--- src/rtl/lcd_scan_pkg.sv ---
package lcd_scan_pkg;
  localparam int COM_N = 8;
  localparam int COM_W = $clog2(COM_N);
  localparam int DATA_W = 4;

  typedef struct packed {
    logic [1:0] duty;
    logic       stat;
    logic       pwr;
  } ctrl_t;

  typedef struct packed {
    logic all_off;
    logic all_on;
  } ovr_t;

  function automatic logic [COM_W-1:0] last_com(input logic [1:0] duty);
    if (duty[1])      return COM_W'(7);
    else if (duty[0]) return COM_W'(4);
    else              return COM_W'(3);
  endfunction
endpackage

--- src/rtl/lcd_regs.sv ---
module lcd_regs
  import lcd_scan_pkg::*;
#(
  parameter int ADDR_W = 8,
  parameter logic [ADDR_W-1:0] CTRL_ADDR = 8'hA0,
  parameter logic [ADDR_W-1:0] OVR_ADDR  = 8'hA1,
  parameter logic [ADDR_W-1:0] CON_ADDR  = 8'hA2
) (
  input  logic              clk,
  input  logic              rst,
  input  logic              we,
  input  logic [ADDR_W-1:0] addr,
  input  logic [DATA_W-1:0] wdata,
  output ctrl_t             ctrl,
  output ovr_t              ovr,
  output logic [DATA_W-1:0] contrast,
  output logic [DATA_W-1:0] reg_rdata
);
  always_ff @(posedge clk) begin
    if (rst) begin
      ctrl     <= '0;
      ovr      <= '0;
      contrast <= '0;
    end else if (we) begin
      if (addr == CTRL_ADDR) ctrl     <= ctrl_t'(wdata);
      if (addr == OVR_ADDR)  ovr      <= '{all_off: wdata[2], all_on: wdata[1]};
      if (addr == CON_ADDR)  contrast <= wdata;
    end
  end

  always_comb begin
    unique case (addr)
      CTRL_ADDR: reg_rdata = DATA_W'(ctrl);
      OVR_ADDR:  reg_rdata = {1'b0, ovr.all_off, ovr.all_on, 1'b0};
      CON_ADDR:  reg_rdata = contrast;
      default:   reg_rdata = '0;
    endcase
  end

  // Contrast must follow its own bus writes only
  assert_contrast_hold_R7: assert property (@(posedge clk) disable iff (rst)
    !(we && addr == CON_ADDR) |=> $stable(contrast));

  // Control register changes only through a write to its address
  assert_ctrl_hold_R2: assert property (@(posedge clk) disable iff (rst)
    !(we && addr == CTRL_ADDR) |=> $stable(ctrl));
endmodule

--- src/rtl/lcd_dispmem.sv ---
module lcd_dispmem
  import lcd_scan_pkg::*;
#(
  parameter int WORDS  = 160,
  parameter int ADDR_W = 8,
  parameter int SEGS   = 64
) (
  input  logic              clk,
  input  logic              we,
  input  logic [ADDR_W-1:0] addr,
  input  logic [DATA_W-1:0] wdata,
  input  logic [COM_W-1:0]  com_sel,
  output logic              hit,
  output logic [DATA_W-1:0] mem_rdata,
  output logic [SEGS-1:0]   dots
);
  localparam int WPS   = (COM_N + DATA_W - 1) / DATA_W;
  localparam int IDX_W = $clog2(WORDS);

  logic [DATA_W-1:0] mem [WORDS];

  assign hit = (int'(addr) < WORDS);

  always_ff @(posedge clk) begin
    if (we && hit) mem[IDX_W'(addr)] <= wdata;
  end

  assign mem_rdata = hit ? mem[IDX_W'(addr)] : '0;

  generate
    for (genvar s = 0; s < SEGS; s++) begin : g_seg
      logic [DATA_W-1:0] word_s;
      assign word_s  = mem[IDX_W'(s * WPS) + IDX_W'(com_sel >> 2)];
      assign dots[s] = word_s[com_sel[1:0]];
    end
  endgenerate
endmodule

--- src/rtl/lcd_com_seq.sv ---
module lcd_com_seq
  import lcd_scan_pkg::*;
(
  input  logic             clk,
  input  logic             rst,
  input  logic             pwr,
  input  logic             tick,
  input  logic [1:0]       duty_req,
  output logic [COM_W-1:0] idx,
  output logic [1:0]       duty_act
);
  logic at_last;
  assign at_last = (idx == last_com(duty_act));

  always_ff @(posedge clk) begin
    if (rst) begin
      idx      <= '0;
      duty_act <= '0;
    end else if (!pwr) begin
      idx      <= '0;
      duty_act <= duty_req;
    end else if (tick) begin
      if (at_last) begin
        idx      <= '0;
        duty_act <= duty_req;
      end else begin
        idx <= idx + 1'b1;
      end
    end
  end

  assert_idx_in_duty_R4: assert property (@(posedge clk) disable iff (rst)
    idx <= last_com(duty_act));

  assert_duty_only_at_wrap_R10: assert property (@(posedge clk) disable iff (rst)
    (pwr && !(tick && at_last)) |=> $stable(duty_act));

  assert_off_holds_com0_R3: assert property (@(posedge clk) disable iff (rst)
    !pwr |=> idx == '0);
endmodule

--- src/rtl/lcd_scan_ctrl.sv ---
module lcd_scan_ctrl
  import lcd_scan_pkg::*;
#(
  parameter int SEGS   = 64,
  parameter int WORDS  = 160,
  parameter int ADDR_W = 8,
  parameter logic [ADDR_W-1:0] CTRL_ADDR = 8'hA0,
  parameter logic [ADDR_W-1:0] OVR_ADDR  = 8'hA1,
  parameter logic [ADDR_W-1:0] CON_ADDR  = 8'hA2
) (
  input  logic              clk,
  input  logic              rst,
  input  logic              bus_we,
  input  logic [ADDR_W-1:0] bus_addr,
  input  logic [3:0]        bus_wdata,
  output logic [3:0]        bus_rdata,
  input  logic              frame_tick,
  output logic [7:0]        com_o,
  output logic [SEGS-1:0]   seg_o,
  output logic [3:0]        contrast_o
);
  ctrl_t             ctrl;
  ovr_t              ovr;
  logic [DATA_W-1:0] reg_rdata, mem_rdata;
  logic              mem_hit;
  logic [COM_W-1:0]  idx, com_sel;
  logic [1:0]        duty_act;
  logic [SEGS-1:0]   dots;

  lcd_regs #(
    .ADDR_W(ADDR_W), .CTRL_ADDR(CTRL_ADDR), .OVR_ADDR(OVR_ADDR), .CON_ADDR(CON_ADDR)
  ) u_regs (
    .clk(clk), .rst(rst), .we(bus_we), .addr(bus_addr), .wdata(bus_wdata),
    .ctrl(ctrl), .ovr(ovr), .contrast(contrast_o), .reg_rdata(reg_rdata)
  );

  lcd_com_seq u_seq (
    .clk(clk), .rst(rst), .pwr(ctrl.pwr), .tick(frame_tick),
    .duty_req(ctrl.duty), .idx(idx), .duty_act(duty_act)
  );

  assign com_sel = ctrl.stat ? '0 : idx;

  lcd_dispmem #(.WORDS(WORDS), .ADDR_W(ADDR_W), .SEGS(SEGS)) u_mem (
    .clk(clk), .we(bus_we), .addr(bus_addr), .wdata(bus_wdata),
    .com_sel(com_sel), .hit(mem_hit), .mem_rdata(mem_rdata), .dots(dots)
  );

  always_ff @(posedge clk) begin
    if (rst) begin
      bus_rdata <= '0;
      com_o     <= '0;
      seg_o     <= '0;
    end else begin
      bus_rdata <= mem_hit ? mem_rdata : reg_rdata;
      if (!ctrl.pwr) begin
        com_o <= '0;
        seg_o <= '0;
      end else begin
        com_o <= ctrl.stat ? '1 : (8'd1 << idx);
        if (ovr.all_off)     seg_o <= '0;
        else if (ovr.all_on) seg_o <= '1;
        else                 seg_o <= dots;
      end
    end
  end

  assert_power_gate_R3: assert property (@(posedge clk) disable iff (rst)
    !ctrl.pwr |=> (com_o == '0 && seg_o == '0));

  assert_one_common_R4: assert property (@(posedge clk) disable iff (rst)
    (ctrl.pwr && !ctrl.stat) |=> $countones(com_o) == 1);

  assert_off_beats_on_R6: assert property (@(posedge clk) disable iff (rst)
    (ctrl.pwr && ovr.all_off) |=> seg_o == '0);

  assert_ovr_zero_bits_R6: assert property (@(posedge clk) disable iff (rst)
    (bus_addr == OVR_ADDR) |=> (bus_rdata[3] == 1'b0 && bus_rdata[0] == 1'b0));

  assert_static_commons_R9: assert property (@(posedge clk) disable iff (rst)
    (ctrl.pwr && ctrl.stat) |=> com_o == '1);
endmodule

--- config.mk ---
export PLATFORM = sky130hd
export DESIGN_NAME = lcd_scan_ctrl
export DESIGN_NICKNAME = d
export VERILOG_FILES = /design/src/rtl/lcd_scan_pkg.sv /design/src/rtl/lcd_regs.sv /design/src/rtl/lcd_dispmem.sv /design/src/rtl/lcd_com_seq.sv /design/src/rtl/lcd_scan_ctrl.sv
export SDC_FILE = /design/constraint.sdc
export NUM_CORES = 1
export LEC_CHECK = 0
export BUFFER_PORTS_ARGS = -buffer_cell sky130_fd_sc_hd__buf_2
export CAP_MARGIN = 10
export CORE_MARGIN = 1
export CORE_UTILIZATION = 40
export DETAILED_ROUTE_END_ITERATION = 10
export GPL_ROUTABILITY_DRIVEN = 0
export RECOVER_POWER = 100
export SKIP_LAST_GASP = 1
export SLEW_MARGIN = 5
export SYNTH_ARGS = -nofsm -noshare
export SYNTH_HDL_FRONTEND = slang
export SYNTH_HIERARCHICAL = 1
export SYNTH_SLANG_ARGS = --single-unit
--- constraint.sdc ---
create_clock -name clk -period 4.33 [get_ports clk]
set_input_delay 0.6495 -clock clk [delete_from_list [all_inputs] [get_ports clk]]
set_output_delay 0.6495 -clock clk [all_outputs]
set_load 0.05 [all_outputs]
After elaboration in Yosys (flattened, before gate mapping)
Memories as Yosys holds them, arrays and structs flattened. Cells that the tools add are included.

Bits in registers: 91. Memory bits (writable): 640. Input port bits: 16. Output and inout bits: 80. Logic and storage cells: 234. Memories kept: 1.

Memories: u_mem.mem (depth 160, bits a word 4, rd ports 65, clocked after Yosys merged registers in 0, wr ports 1, RTL line lcd_dispmem.sv:20) `logic [DATA_W-1:0] mem [WORDS];`.

$add $sub $neg: 64. Order comparisons: 2. Eq/ne operators: 6. Shift operators: 1. Mux-type cells: 141. Bitwise logic cells: 1. Reductions and logical operators: 7.

Operators with widths (number): 7-bit by 1-bit adder with 8-bit output, first input constant (32); 1-bit binary-select mux with 2-bit select (64); 6-bit by 1-bit adder with 7-bit output, first input constant (16); 1-bit 2-to-1 mux (66); 64-bit 2-to-1 mux (1); 5-bit by 1-bit adder with 6-bit output, first input constant (8); 8-bit equality test, second input constant (3); 4-bit by 1-bit adder with 5-bit output, first input constant (4); 3-bit 2-to-1 mux (4); 4-bit one-hot mux with 3 select lines (1); 3-bit by 1-bit adder with 4-bit output, first input constant (2); 8-bit < comparator, second input constant (1); 8-bit 2-to-1 mux (1); 2-bit AND reduction (4); 1-bit by 3-bit left shift with 8-bit output, first input constant (1); 2-bit 2-to-1 mux (3); 4-bit 2-to-1 mux (1); 2-bit by 1-bit adder with 3-bit output, first input constant (1); 3-bit by 1-bit adder with 3-bit output, second input constant (1); 3-bit equality test (1); 2-bit by 3-bit < comparator with 1-bit output, second input constant (1); 3-bit OR reduction (1); 2-bit by 1-bit inequality test with 1-bit output, second input constant (1); 2-bit inequality test, second input constant (1); other kinds (3) (3).

Longest topological paths before layout
Gate-level depths: netlist (run 1).

Word-level depth: 6. Depth in mapped cells: 12. Gate-level depth less buffers: 9.

Modules after synthesis
The synthesis (run 1) kept the hierarchy.

By module, submodules not included: lcd_dispmem (times used 1, cells each 1527, area an instance 29096.7 um^2, sequential area each 19218.4 um^2); lcd_scan_ctrl (times used 1, cells each 186, area an instance 2371.0 um^2, sequential area each 1521.5 um^2); lcd_regs (times used 1, cells each 57, area an instance 583.1 um^2, sequential area each 200.2 um^2); lcd_com_seq (times used 1, cells each 33, area an instance 291.5 um^2, sequential area each 100.1 um^2).

Least setup slack after synthesis (run 1)
Ideal clock, no wire load.

Kind: input to register. From: input port bus_addr[0]. To: register bus_rdata[3]. Setup time: 114 ps. Arrival time: 2795 ps. Data required time: 4216 ps. Path slack: 1420 ps. Stages on the path: 10. Cell sequence: buf_6 > buf_6 > buf_6 > buf_2 > mux4_2 > mux2_2 > a2111oi_0 > a31oi_1 > mux2i_1 > nor2_1.

Elaborated cells on any way between the ends: 7. Classes of those cells: 1 x order compare; 3 x eq/ne; 2 x mux; 1 x memory.

RTL lines: start, declared (RTL line lcd_scan_ctrl.sv:14) `input logic [ADDR_W-1:0] bus_addr,`; memory read 160 x 4 bit; named net mem_rdata[3] (RTL line lcd_scan_ctrl.sv:24) `logic [DATA_W-1:0] reg_rdata, mem_rdata;`; 4-bit 2-to-1 mux (RTL line lcd_scan_ctrl.sv:55) `bus_rdata <= mem_hit ? mem_rdata : reg_rdata;`; end signal, assigned (RTL line lcd_scan_ctrl.sv:55); end, declared (RTL line lcd_scan_ctrl.sv:16) `output logic [3:0] bus_rdata,`.

The timed path passes the listed nets, and every way through them passes these cells. A chain may end at the register's enable or synchronous reset.

Worst setup path after layout (run 1)
From: input port bus_addr[3]. To: register bus_rdata[2].

Same word-level chain as after synthesis.

==> results of run 1 <==
flip-flops by register name, indices dropped and copies added, names as in the netlist:
| name | cells |
|---|---|
| u_mem/mem | 640 |
| seg_o | 64 |
| com_o | 8 |
| bus_rdata | 4 |
| u_regs/contrast | 4 |
| u_regs/ctrl | 4 |
| u_seq/idx | 3 |
| u_regs/ovr | 2 |
| u_seq/duty_act | 2 |
logic make-up (layout without fill, tap and decap cells):
group	Yosys count	after routing	share of synthesized area, %
AOI/OAI and AO/OA	180	180	4.01
adders and majority gates	1	1	0.0387
buffers and inverters	128	369	2.15
DFF	731	731	65.1
muxes	426	426	23.9
and+or+nand+nor	337	337	4.87
worst max-delay path by stage:
| stage | start | to | cells after the start |
|---|---|---|---|
| floorplan | bus_addr[0] | bus_rdata[3]$_SDFF_PP0_ | 10 |
| global placement | bus_addr[0] | bus_rdata[3]$_SDFF_PP0_ | 10 |
| detailed placement | bus_addr[0] | bus_rdata[0]$_SDFF_PP0_ | 10 |
| CTS | bus_addr[0] | bus_rdata[0]$_SDFF_PP0_ | 10 |
| global route | u_seq/idx[2]$_SDFFE_PP0P_ | seg_o[32]$_SDFF_PP0_ | 5 |
| finish | bus_addr[3] | bus_rdata[2]$_SDFF_PP0_ | 10 |
final cells by class:
class / instances / area (µm²)
clock buffers: 102 / 2120
well taps: 1050 / 1310
repair buffers: 220 / 1240
fillers: 6777 / 42800
inverters: 5 / 18.8
clock inverters: 42 / 378
flip-flops and latches: 731 / 21000
multi-input cells: 944 / 10600
worst max-delay path, delay by kind of cell:
family                 cells  cell delay [ns]
multiplexers               1             0.15
buffers and inverters      2             1.35
AO/OA/AOI/OAI              4             0.99
AND/OR/NAND/NOR            3             1.08
cells in the final DEF (no fill, tap or decap), types with 31 or more instances in the layout:
| cell type | n |
|---|---|
| a22oi_1 | 40 |
| buf_4 | 47 |
| clkbuf_1 | 164 |
| clkbuf_16 | 80 |
| dfxtp_1 | 90 |
| edfxtp_1 | 640 |
| mux2_1 | 31 |
| mux2_2 | 40 |
| mux2i_1 | 86 |
| mux4_2 | 268 |
| nand2_1 | 52 |
| nor2_1 | 180 |
| o21a_1 | 66 |
stage by stage:
| step | hold slack, ns | cells | util, % | setup slack [ns] | power [mW] |
|---|---|---|---|---|---|
| finish | 0.383 | 3094 | 46.2 | 0.575 | 15.0 |
| detailed placement | 0.490 | 2950 | 43.5 | 0.744 | 8.54 |
| global route | 0.397 | 3094 | 46.2 | 0.615 | 15.4 |
| CTS | 0.341 | 3094 | 46.7 | 1.41 | 15.1 |
| global placement | 0.479 | 2950 | 43.5 | 0.790 | 8.53 |
| floorplan | 0.460 | 1803 | - | 1.42 | 8.20 |
layer usage:
metal | track usage [%] | vias up
li1 | - | 7716
met1 | 31.7 | 9779
met2 | 35.4 | 921
met3 | 4.39 | 152
met4 | 7.22 | 8
met5 | 0 | -
power by group through the flow:
| stage | clock (mW) | sequential, mW | combinational, mW |
|---|---|---|---|
| final | 6.56 | 7.68 | 0.713 |
| after global routing | 6.94 | 7.68 | 0.745 |
| after global placement | 0 | 7.82 | 0.710 |
| after detailed placement | 0 | 7.82 | 0.716 |
| after CTS | 6.68 | 7.67 | 0.718 |
| after floorplan | 0 | 7.83 | 0.372 |
==> flow_metrics.py, run 1 <==
metrics = {
    "clock_tree": {
        "h-tree-depth": 3,
        "clock_path_buffers": 3,
        "cts_resized": 0,
        "cts_tree": "done",
        "clk_pin_slew_ns": 0.06,
        "cts_setup_buffers": 0,
        "cts_hold_buf": 0,
        "clock-sinks": 731,
        "cts_buffers": 78,
        "clock_latency_ns": 0.62,
        "root_buffer": "clkbuf_16",
    },
    "timing": {
        "fmax_mhz": 266,
        "finalCriticalPeriod_ns": 3.75,
        "clock_skew_ns": 0.0187,
        "relSlewSlack_pct": -122,
        "hold_violations": 0,
        "setup-tns-final_ns": 0,
        "rsz0062_at_grt": "false",
        "worst_slew_pin_slew_ns": 3.34,
        "setup_viol": 0,
        "timing.final.crit_share_pct": 86.7,
        "finalMaxSlewViolations": 254,
    },
    "power_and_ir_drop": {
        "clkPwrFrac_pct": 43.9,
        "irDropWorstVdd_mv": 0.297,
        "p_sw_share_pct": 21.5,
        "seqPwrFrac_pct": 51.3,
        "power_switching_mw": 3.21,
        "power_frac_comb_pct": 4.8,
        "p_int_mw": 11.7,
        "cellLeakagePower_nw": 11.4,
        "power_density_nw_per_um2": 407,
    },
    "flow_run": {
        "drv_cap": 5,
    },
    "critical_path": {
        "reg2reg_from": "u_seq/idx[2]$_SDFFE_PP0P_",
        "worst_setup_path_start_kind": "input port",
        "critPathCaptureType": "flop",
        "cpMostUsedCell": "clkbuf_1",
        "path_max_fanout": 17,
        "crit_slowest_cell": "clkbuf_1",
        "critPathKind": "input port to flop",
        "cp.arrival_ns": 4.26,
        "critPathMaxStageDelay_ns": 0.85,
        "regToRegSetupSlack_ns": 0.86,
        "r2r_end": "seg_o[32]$_SDFF_PP0_",
        "path_cells": "clkbuf_1 > nor2b_1 > clkbuf_1 > a22o_1 > a221oi_1 > o22ai_1 > nor4_1 > o21ai_0 > mux2i_1 > nor2_1",
        "rr_worst_depth": 5,
        "critPathRequiredTime_ns": 4.83,
    },
    "place": {
        "dpl.hpwl_mm": 61.3,
        "port_buffers": 95,
        "place_area_um2": 34600,
    },
    "logic_synthesis": {
        "yosysUniqueCellTypes": 56,
        "synth.largest_area_cell": "edfxtp_1",
        "synthMostInstantiatedCell": "edfxtp_1",
        "synthArstFlopShare_pct": 0,
        "synth-seq-cells": 731,
        "synth.avg_cell_area_um2": 17.9,
        "synth-edff-count": 640,
        "syn_nets": 1820,
        "ys_seq_area_share_pct": 65.1,
        "synthTopCellsByArea": "edfxtp_1, mux4_2, dfxtp_1",
        "syn_inst": 1803,
        "syn_area_um2": 32300,
        "synthDominantCellAreaShare_pct": 59.4,
        "synth_ff_type": "edfxtp_1",
        "yosys-top-cells-count": "edfxtp_1, mux4_2, nor2_1, dfxtp_1, mux2i_1",
        "yosys_warnings": 6,
    },
    "route": {
        "vias": 18576,
        "ant_nets": 0,
        "finalWirelength_mm": 91.9,
        "met3_length_mm": 7.94,
        "dr_wl_met2_mm": 43.3,
        "route.top_layer_used": "met5",
        "first_pass_iters": 6,
        "avgViaCountPerCell": 6.00,
        "first_iter_violations": 2180,
        "route.detailed.drc": 0,
        "wl_per_cell_um": 29.7,
        "wl_met1_mm": 38.0,
    },
    "global_route": {
        "grt_pass1_wl_mm": 135,
        "antenna_found_initial": 4,
        "grt_pass1_vias": 19124,
        "grt_max_degree": 93,
        "grt_remaining_overflow": 0,
        "grt_usage_pct": 22.6,
    },
    "worst_hold_path": {
        "hold_start": "frame_tick",
        "holdPathStages": 3,
        "holdCritPathClass": "input port to flop",
        "hold_end": "u_seq/idx[1]$_SDFFE_PP0P_",
    },
    "outcome": {
        "violations": "capacitance limit, slew limit",
        "outcome": "complete, but fails checks",
    },
    "die": {
        "ioPinCount": 96,
        "start_util_pct": 40.7,
        "die-area_um2": 82000,
        "die_x_um": 286,
        "core_um2": 79500,
        "rows": 103,
        "die_h_um": 286,
    },
    "cells_and_area": {
        "num-nets-final": 1997,
        "fin_area_um2": 36700,
        "drive_gt1_share_pct": 24.8,
        "area_growth_pct": 13.6,
        "num_antenna_cells": 0,
    },
}
No activity file was read; power rests on OpenSTA's default activity.
==> run 2, diff against run 1 <==
--- a/config.mk
+++ b/config.mk
@@ -7,7 +7,7 @@
 export LEC_CHECK = 0
 export BUFFER_PORTS_ARGS = -buffer_cell sky130_fd_sc_hd__buf_2
 export CAP_MARGIN = 10
-export CORE_MARGIN = 1
+export CORE_MARGIN = 10
 export CORE_UTILIZATION = 40
 export DETAILED_ROUTE_END_ITERATION = 10
 export GPL_ROUTABILITY_DRIVEN = 0
==> run 2 against run 1 <==
  * The flow still finishes with violations (capacitance limit, slew limit)
  * Register-to-register slack worse by 0.20 ns
  * Clock skew up 0.0079 ns
  * Final cell count down 0.48%
  * Power up 2.2%
  * Routed wire length down 1.0%
  * Highest routed layer unchanged
==> flow_metrics.py, run 2 (synthesis gave the netlist of run 1 again) <==
metrics = {
    "outcome": {
        "outcome": "complete, but fails checks",
        "violations": "capacitance limit, slew limit",
    },
    "cells_and_area": {
        "num-nets-final": 1968,
        "layout_commonest_cell": "edfxtp_1",
        "drive_gt1_share_pct": 24.7,
        "reg_top3": "u_mem/mem: 640 flops, seg_o: 64 flops, com_o: 8 flops",
        "largest_register_ffs": 640,
        "area_growth_pct": 13.7,
        "final_cell_mix": "edfxtp_1, mux4_2, nor2_1",
        "regMostFlops": "u_mem/mem",
        "utilization_pct": 45.8,
    },
    "critical_path": {
        "crit_slowest_cell": "clkbuf_1",
        "cp_num_buf_inv": 3,
        "crit_family": "buffers and inverters",
        "rr_worst_depth": 5,
        "path_max_fanout": 21,
        "critPathMaxStageDelay_ns": 1.14,
        "worst_setup_path_start_kind": "input port",
        "cp.arrival_ns": 4.16,
        "cp-endpoint": "u_mem/mem[83][3]$_DFFE_PP_",
        "critPathKind": "input port to flop",
        "critPathCaptureType": "flop",
        "regToRegSetupSlack_ns": 0.66,
        "critical_path_depth": 6,
        "critPathLaunch": "bus_addr[3]",
        "r2r_end": "seg_o[27]$_SDFF_PP0_",
        "reg2reg_from": "u_seq/idx[0]$_SDFFE_PP0P_",
        "path_cells": "clkbuf_1 > nor2_1 > buf_4 > nand2_1 > clkbuf_1 > nor2_1",
        "critPathRequiredTime_ns": 4.64,
    },
    "timing": {
        "finalMaxSlewViolations": 488,
        "hold_violations": 0,
        "fmax_mhz": 260,
        "fin_ws_ns": 0.481,
        "hold_slack_ns": 0.371,
        "finalCriticalPeriod_ns": 3.85,
        "timing.final.crit_share_pct": 88.9,
        "setup-tns-final_ns": 0,
        "worst_slew_pin_slew_ns": 3.46,
        "rsz0062_at_grt": "false",
        "clock_skew_ns": 0.0266,
        "setup_viol": 0,
        "relSlewSlack_pct": -131,
    },
    "clock_tree": {
        "clock_latency_ns": 0.63,
        "cts_buffers": 80,
        "cts_tree": "done",
        "cts_hold_buf": 0,
        "h-tree-depth": 3,
        "cts_setup_buffers": 0,
        "cts_resized": 0,
        "clk_pin_slew_ns": 0.05,
        "clock_path_buffers": 3,
        "root_buffer": "clkbuf_16",
        "clock-sinks": 731,
    },
    "global_route": {
        "grt_remaining_overflow": 0,
        "antenna_found_initial": 3,
        "grt_usage_pct": 19.2,
        "grt_pass1_wl_mm": 133,
        "grt_pass1_vias": 19089,
        "grt_max_degree": 162,
    },
    "power_and_ir_drop": {
        "power_density_nw_per_um2": 416,
        "cellLeakagePower_nw": 11.4,
        "irDropWorstVdd_mv": 0.261,
        "design_power_total_mw": 15.3,
    },
    "die": {
        "core_um2": 80300,
        "die_h_um": 304,
        "rows": 104,
        "die_x_um": 304,
        "ioPinCount": 96,
        "die-area_um2": 92600,
        "start_util_pct": 40.3,
    },
    "worst_hold_path": {
        "hold_start": "frame_tick",
        "holdPathStages": 3,
        "holdCritPathClass": "input port to flop",
    },
    "route": {
        "route.detailed.drc": 0,
        "finalWirelength_mm": 91.0,
        "first_iter_violations": 1926,
        "dr_wl_met2_mm": 42.9,
        "met3_length_mm": 7.93,
        "first_pass_iters": 5,
        "ant_nets": 0,
        "avgViaCountPerCell": 5.93,
        "vias": 18268,
        "route.top_layer_used": "met5",
        "wl_per_cell_um": 29.6,
        "wl_met1_mm": 36.9,
    },
    "place": {
        "pre_cts_slack_ns": 0.545,
        "port_buffers": 95,
        "dpl.hpwl_mm": 60.3,
    },
    "flow_run": {
        "drv_cap": 6,
    },
}
[run 2: cell types whose count changed in the layout (fill, tap and decap cells not counted), sizes merged]
cell | before | now
clkinvlp | 0 | 1
clkbuf | 255 | 238
bufinv | 6 | 8
diode | 0 | 2
buf | 67 | 59
inv | 10 | 5
[run 2: worst min-delay path by stage]
stage                                          end
floorplan           u_seq/duty_act[0]$_SDFFE_PP0P_
global placement    u_seq/duty_act[0]$_SDFFE_PP0P_
detailed placement  u_seq/duty_act[0]$_SDFFE_PP0P_
CTS                      u_seq/idx[1]$_SDFFE_PP0P_
global route             u_seq/idx[1]$_SDFFE_PP0P_
finish                   u_seq/idx[1]$_SDFFE_PP0P_
[run 2: worst register-to-register path, stage by stage (launching register included)]
cell and delay [ns]:
dfxtp_1 0.58, nor2b_2 1.16, clkbuf_2 0.83, mux4_2 0.43, mux2_1 0.35, o21a_1 0.19
[run 2: through the flow]
stage          cells  area [µm²]
4_1_cts         3077       37100
3_3_place_gp    2929       34400
6_report        3079       36800
2_1_floorplan   1803       32300
3_5_place_dp    2929       34400
5_1_grt         3077       36800
[run 2: final cells by class]
type                       instances  area, µm²
tap                             1060       1330
clock buffer                     108       2230
clock inverter                    40        442
multi-input combinational        944      10600
fill                            6833      43500
inverter                           5       18.8
sequential                       731      21000
antenna                            2       5.00
timing repair buffer             189       1090
[run 2: report_power, final]
group	internal [mW]	switching, mW	total (mW)
sequential	7.68	0.00646	7.68
combinational	0.243	0.465	0.708
clock	4.11	2.78	6.89
total	12.0	3.25	15.3
[run 2: routing by layer]
| layer | global-route usage (%) | vias up |
|---|---|---|
| met5 | 0 | - |
| met3 | 4.88 | 158 |
| met4 | 7.56 | 2 |
| met1 | 25.3 | 9574 |
| met2 | 30.2 | 848 |
| li1 | - | 7686 |
==> run 3, diff against run 2 <==
--- a/config.mk
+++ b/config.mk
@@ -7,7 +7,7 @@
 export LEC_CHECK = 0
 export BUFFER_PORTS_ARGS = -buffer_cell sky130_fd_sc_hd__buf_2
 export CAP_MARGIN = 10
-export CORE_MARGIN = 10
+export CORE_MARGIN = 3
 export CORE_UTILIZATION = 40
 export DETAILED_ROUTE_END_ITERATION = 10
 export GPL_ROUTABILITY_DRIVEN = 0
==> run 3 against run 2 <==
  * The flow still finishes with violations (capacitance limit, slew limit)
  * Largest power group unchanged
  * Count of clock-buffer cells in the layout is the same
  * Register-to-register slack improved by 0.60 ns
  * Hold slack better by 0.016 ns
  * Global-route usage is 2.3 points higher
  * Critical endpoint is now u_mem/mem[6][3]$_DFFE_PP_
==> flow_metrics.py, run 3 (synthesis gave the netlist of run 1 again) <==
metrics = {
    "cells_and_area": {
        "num-nets-final": 1980,
        "utilization_pct": 46.3,
        "layout.cells.non_filler": 3079,
        "final_cell_mix": "edfxtp_1, mux4_2, nor2_1",
        "reg_top3": "u_mem/mem: 640 flops, seg_o: 64 flops, com_o: 8 flops",
        "largest_register_ffs": 640,
        "drive_gt1_share_pct": 25.2,
        "layout_commonest_cell": "edfxtp_1",
        "num_antenna_cells": 0,
        "area_growth_pct": 13.9,
        "regMostFlops": "u_mem/mem",
        "n_fill_cell": 6718,
    },
    "outcome": {
        "violations": "capacitance limit, slew limit",
        "outcome": "complete, but fails checks",
    },
    "critical_path": {
        "critPathMaxStageDelay_ns": 1.17,
        "path_cells": "buf_2 > nor2b_1 > clkbuf_1 > clkbuf_1 > nand2_1 > clkbuf_1 > nor2_1",
        "critPathKind": "input port to flop",
        "rr_worst_depth": 5,
        "r2r_end": "seg_o[62]$_SDFF_PP0_",
        "crit_family": "simple AND/OR/NAND/NOR gates",
        "cp_num_buf_inv": 4,
        "cpMostUsedCell": "clkbuf_1",
        "worst_setup_path_start_kind": "input port",
        "cp.arrival_ns": 4.05,
        "crit_slowest_cell": "nor2b_1",
        "path_max_fanout": 11,
        "critPathCaptureType": "flop",
        "critPathRequiredTime_ns": 4.61,
        "reg2reg_from": "u_seq/idx[2]$_SDFFE_PP0P_",
        "regToRegSetupSlack_ns": 1.26,
    },
    "die": {
        "core_um2": 79500,
        "start_util_pct": 40.7,
        "die_x_um": 290,
        "ioPinCount": 96,
        "die-area_um2": 84300,
        "rows": 103,
        "die_h_um": 290,
    },
    "route": {
        "wl_per_cell_um": 29.8,
        "first_iter_violations": 2255,
        "first_pass_iters": 5,
        "finalWirelength_mm": 91.7,
        "avgViaCountPerCell": 6.09,
        "vias": 18763,
        "ant_nets": 0,
        "route.detailed.drc": 0,
    },
    "timing": {
        "setup_viol": 0,
        "rsz0062_at_grt": "false",
        "relSlewSlack_pct": -141,
        "clock_skew_ns": 0.0206,
        "setup-tns-final_ns": 0,
        "fmax_mhz": 265,
        "timing.final.crit_share_pct": 87.2,
        "hold_violations": 0,
        "worst_slew_pin_slew_ns": 3.62,
        "finalCriticalPeriod_ns": 3.77,
        "finalMaxSlewViolations": 364,
    },
    "clock_tree": {
        "cts_setup_buffers": 0,
        "cts_hold_buf": 0,
        "cts_buffers": 80,
        "h-tree-depth": 3,
        "clock_path_buffers": 3,
        "cts_tree": "done",
        "clock-sinks": 731,
        "clk_pin_slew_ns": 0.06,
        "clock_latency_ns": 0.62,
        "cts_resized": 0,
        "root_buffer": "clkbuf_16",
    },
    "global_route": {
        "grt_pass1_vias": 19301,
        "grt_pass1_wl_mm": 135,
        "grt_max_degree": 162,
        "antenna_found_initial": 1,
        "grt_remaining_overflow": 0,
        "grt_usage_pct": 21.6,
    },
    "worst_hold_path": {
        "hold_start": "frame_tick",
        "hold_end": "u_seq/idx[1]$_SDFFE_PP0P_",
        "holdCritPathClass": "input port to flop",
        "holdPathStages": 3,
    },
    "place": {
        "dpl.hpwl_mm": 59.2,
        "port_buffers": 95,
        "dp.cells": 2931,
    },
    "power_and_ir_drop": {
        "irDropWorstVdd_mv": 0.261,
        "power_density_nw_per_um2": 416,
        "cellLeakagePower_nw": 11.4,
    },
    "flow_run": {
        "drv_cap": 5,
    },
}
run 3: per-stage QoR:
stage	power, mW	hold slack, ns	worst slack, ns	cell area, µm²
4_1_cts	15.5	0.345	1.24	37200
6_report	15.3	0.387	0.556	36800
2_1_floorplan	8.20	0.460	1.42	32300
3_5_place_dp	8.54	0.496	0.576	34500
5_1_grt	15.8	0.405	0.547	36800
3_3_place_gp	8.53	0.477	0.489	34500
run 3: how the worst max path moves through the flow:
stage,slack [ns],to,startpoint,cells past startpoint
6_report,0.56,u_mem/mem[6][3]$_DFFE_PP_,bus_addr[2],7
3_3_place_gp,0.49,bus_rdata[3]$_SDFF_PP0_,bus_addr[0],9
4_1_cts,1.24,bus_rdata[3]$_SDFF_PP0_,bus_addr[1],10
2_1_floorplan,1.42,bus_rdata[3]$_SDFF_PP0_,bus_addr[0],10
5_1_grt,0.55,u_mem/mem[23][3]$_DFFE_PP_,bus_wdata[3],2
3_5_place_dp,0.58,bus_rdata[3]$_SDFF_PP0_,bus_addr[0],9
run 3: worst min-delay path, cell delays in order:
cell and delay [ns]:
buf_2 0.16, mux2i_1 0.09, nor2_1 0.07
run 3: layout make-up:
class	count	area (µm²)	share of cell area, %
flip-flops and latches	731	21000	57.1
multi-input cells	944	10600	28.8
clock buffers	108	2260	6.14
well taps	1050	1310	3.57
repair buffers	201	1130	3.06
clock inverters	40	448	1.22
inverters	5	18.8	0.0509
run 3: routing by layer:
| layer | global-route usage [%] | routed length (µm) |
|---|---|---|
| met1 | 30.3 | 37100 |
| met2 | 34.0 | 43200 |
| met3 | 4.19 | 8470 |
| met4 | 7.16 | 2920 |
| met5 | 0 | 13 |
run 3: power breakdown:
part / switching, mW / internal [mW]
Clock: 2.80 / 4.12
Combinational: 0.462 / 0.244
Sequential: 0.00977 / 7.68
Total: 3.27 / 12.0
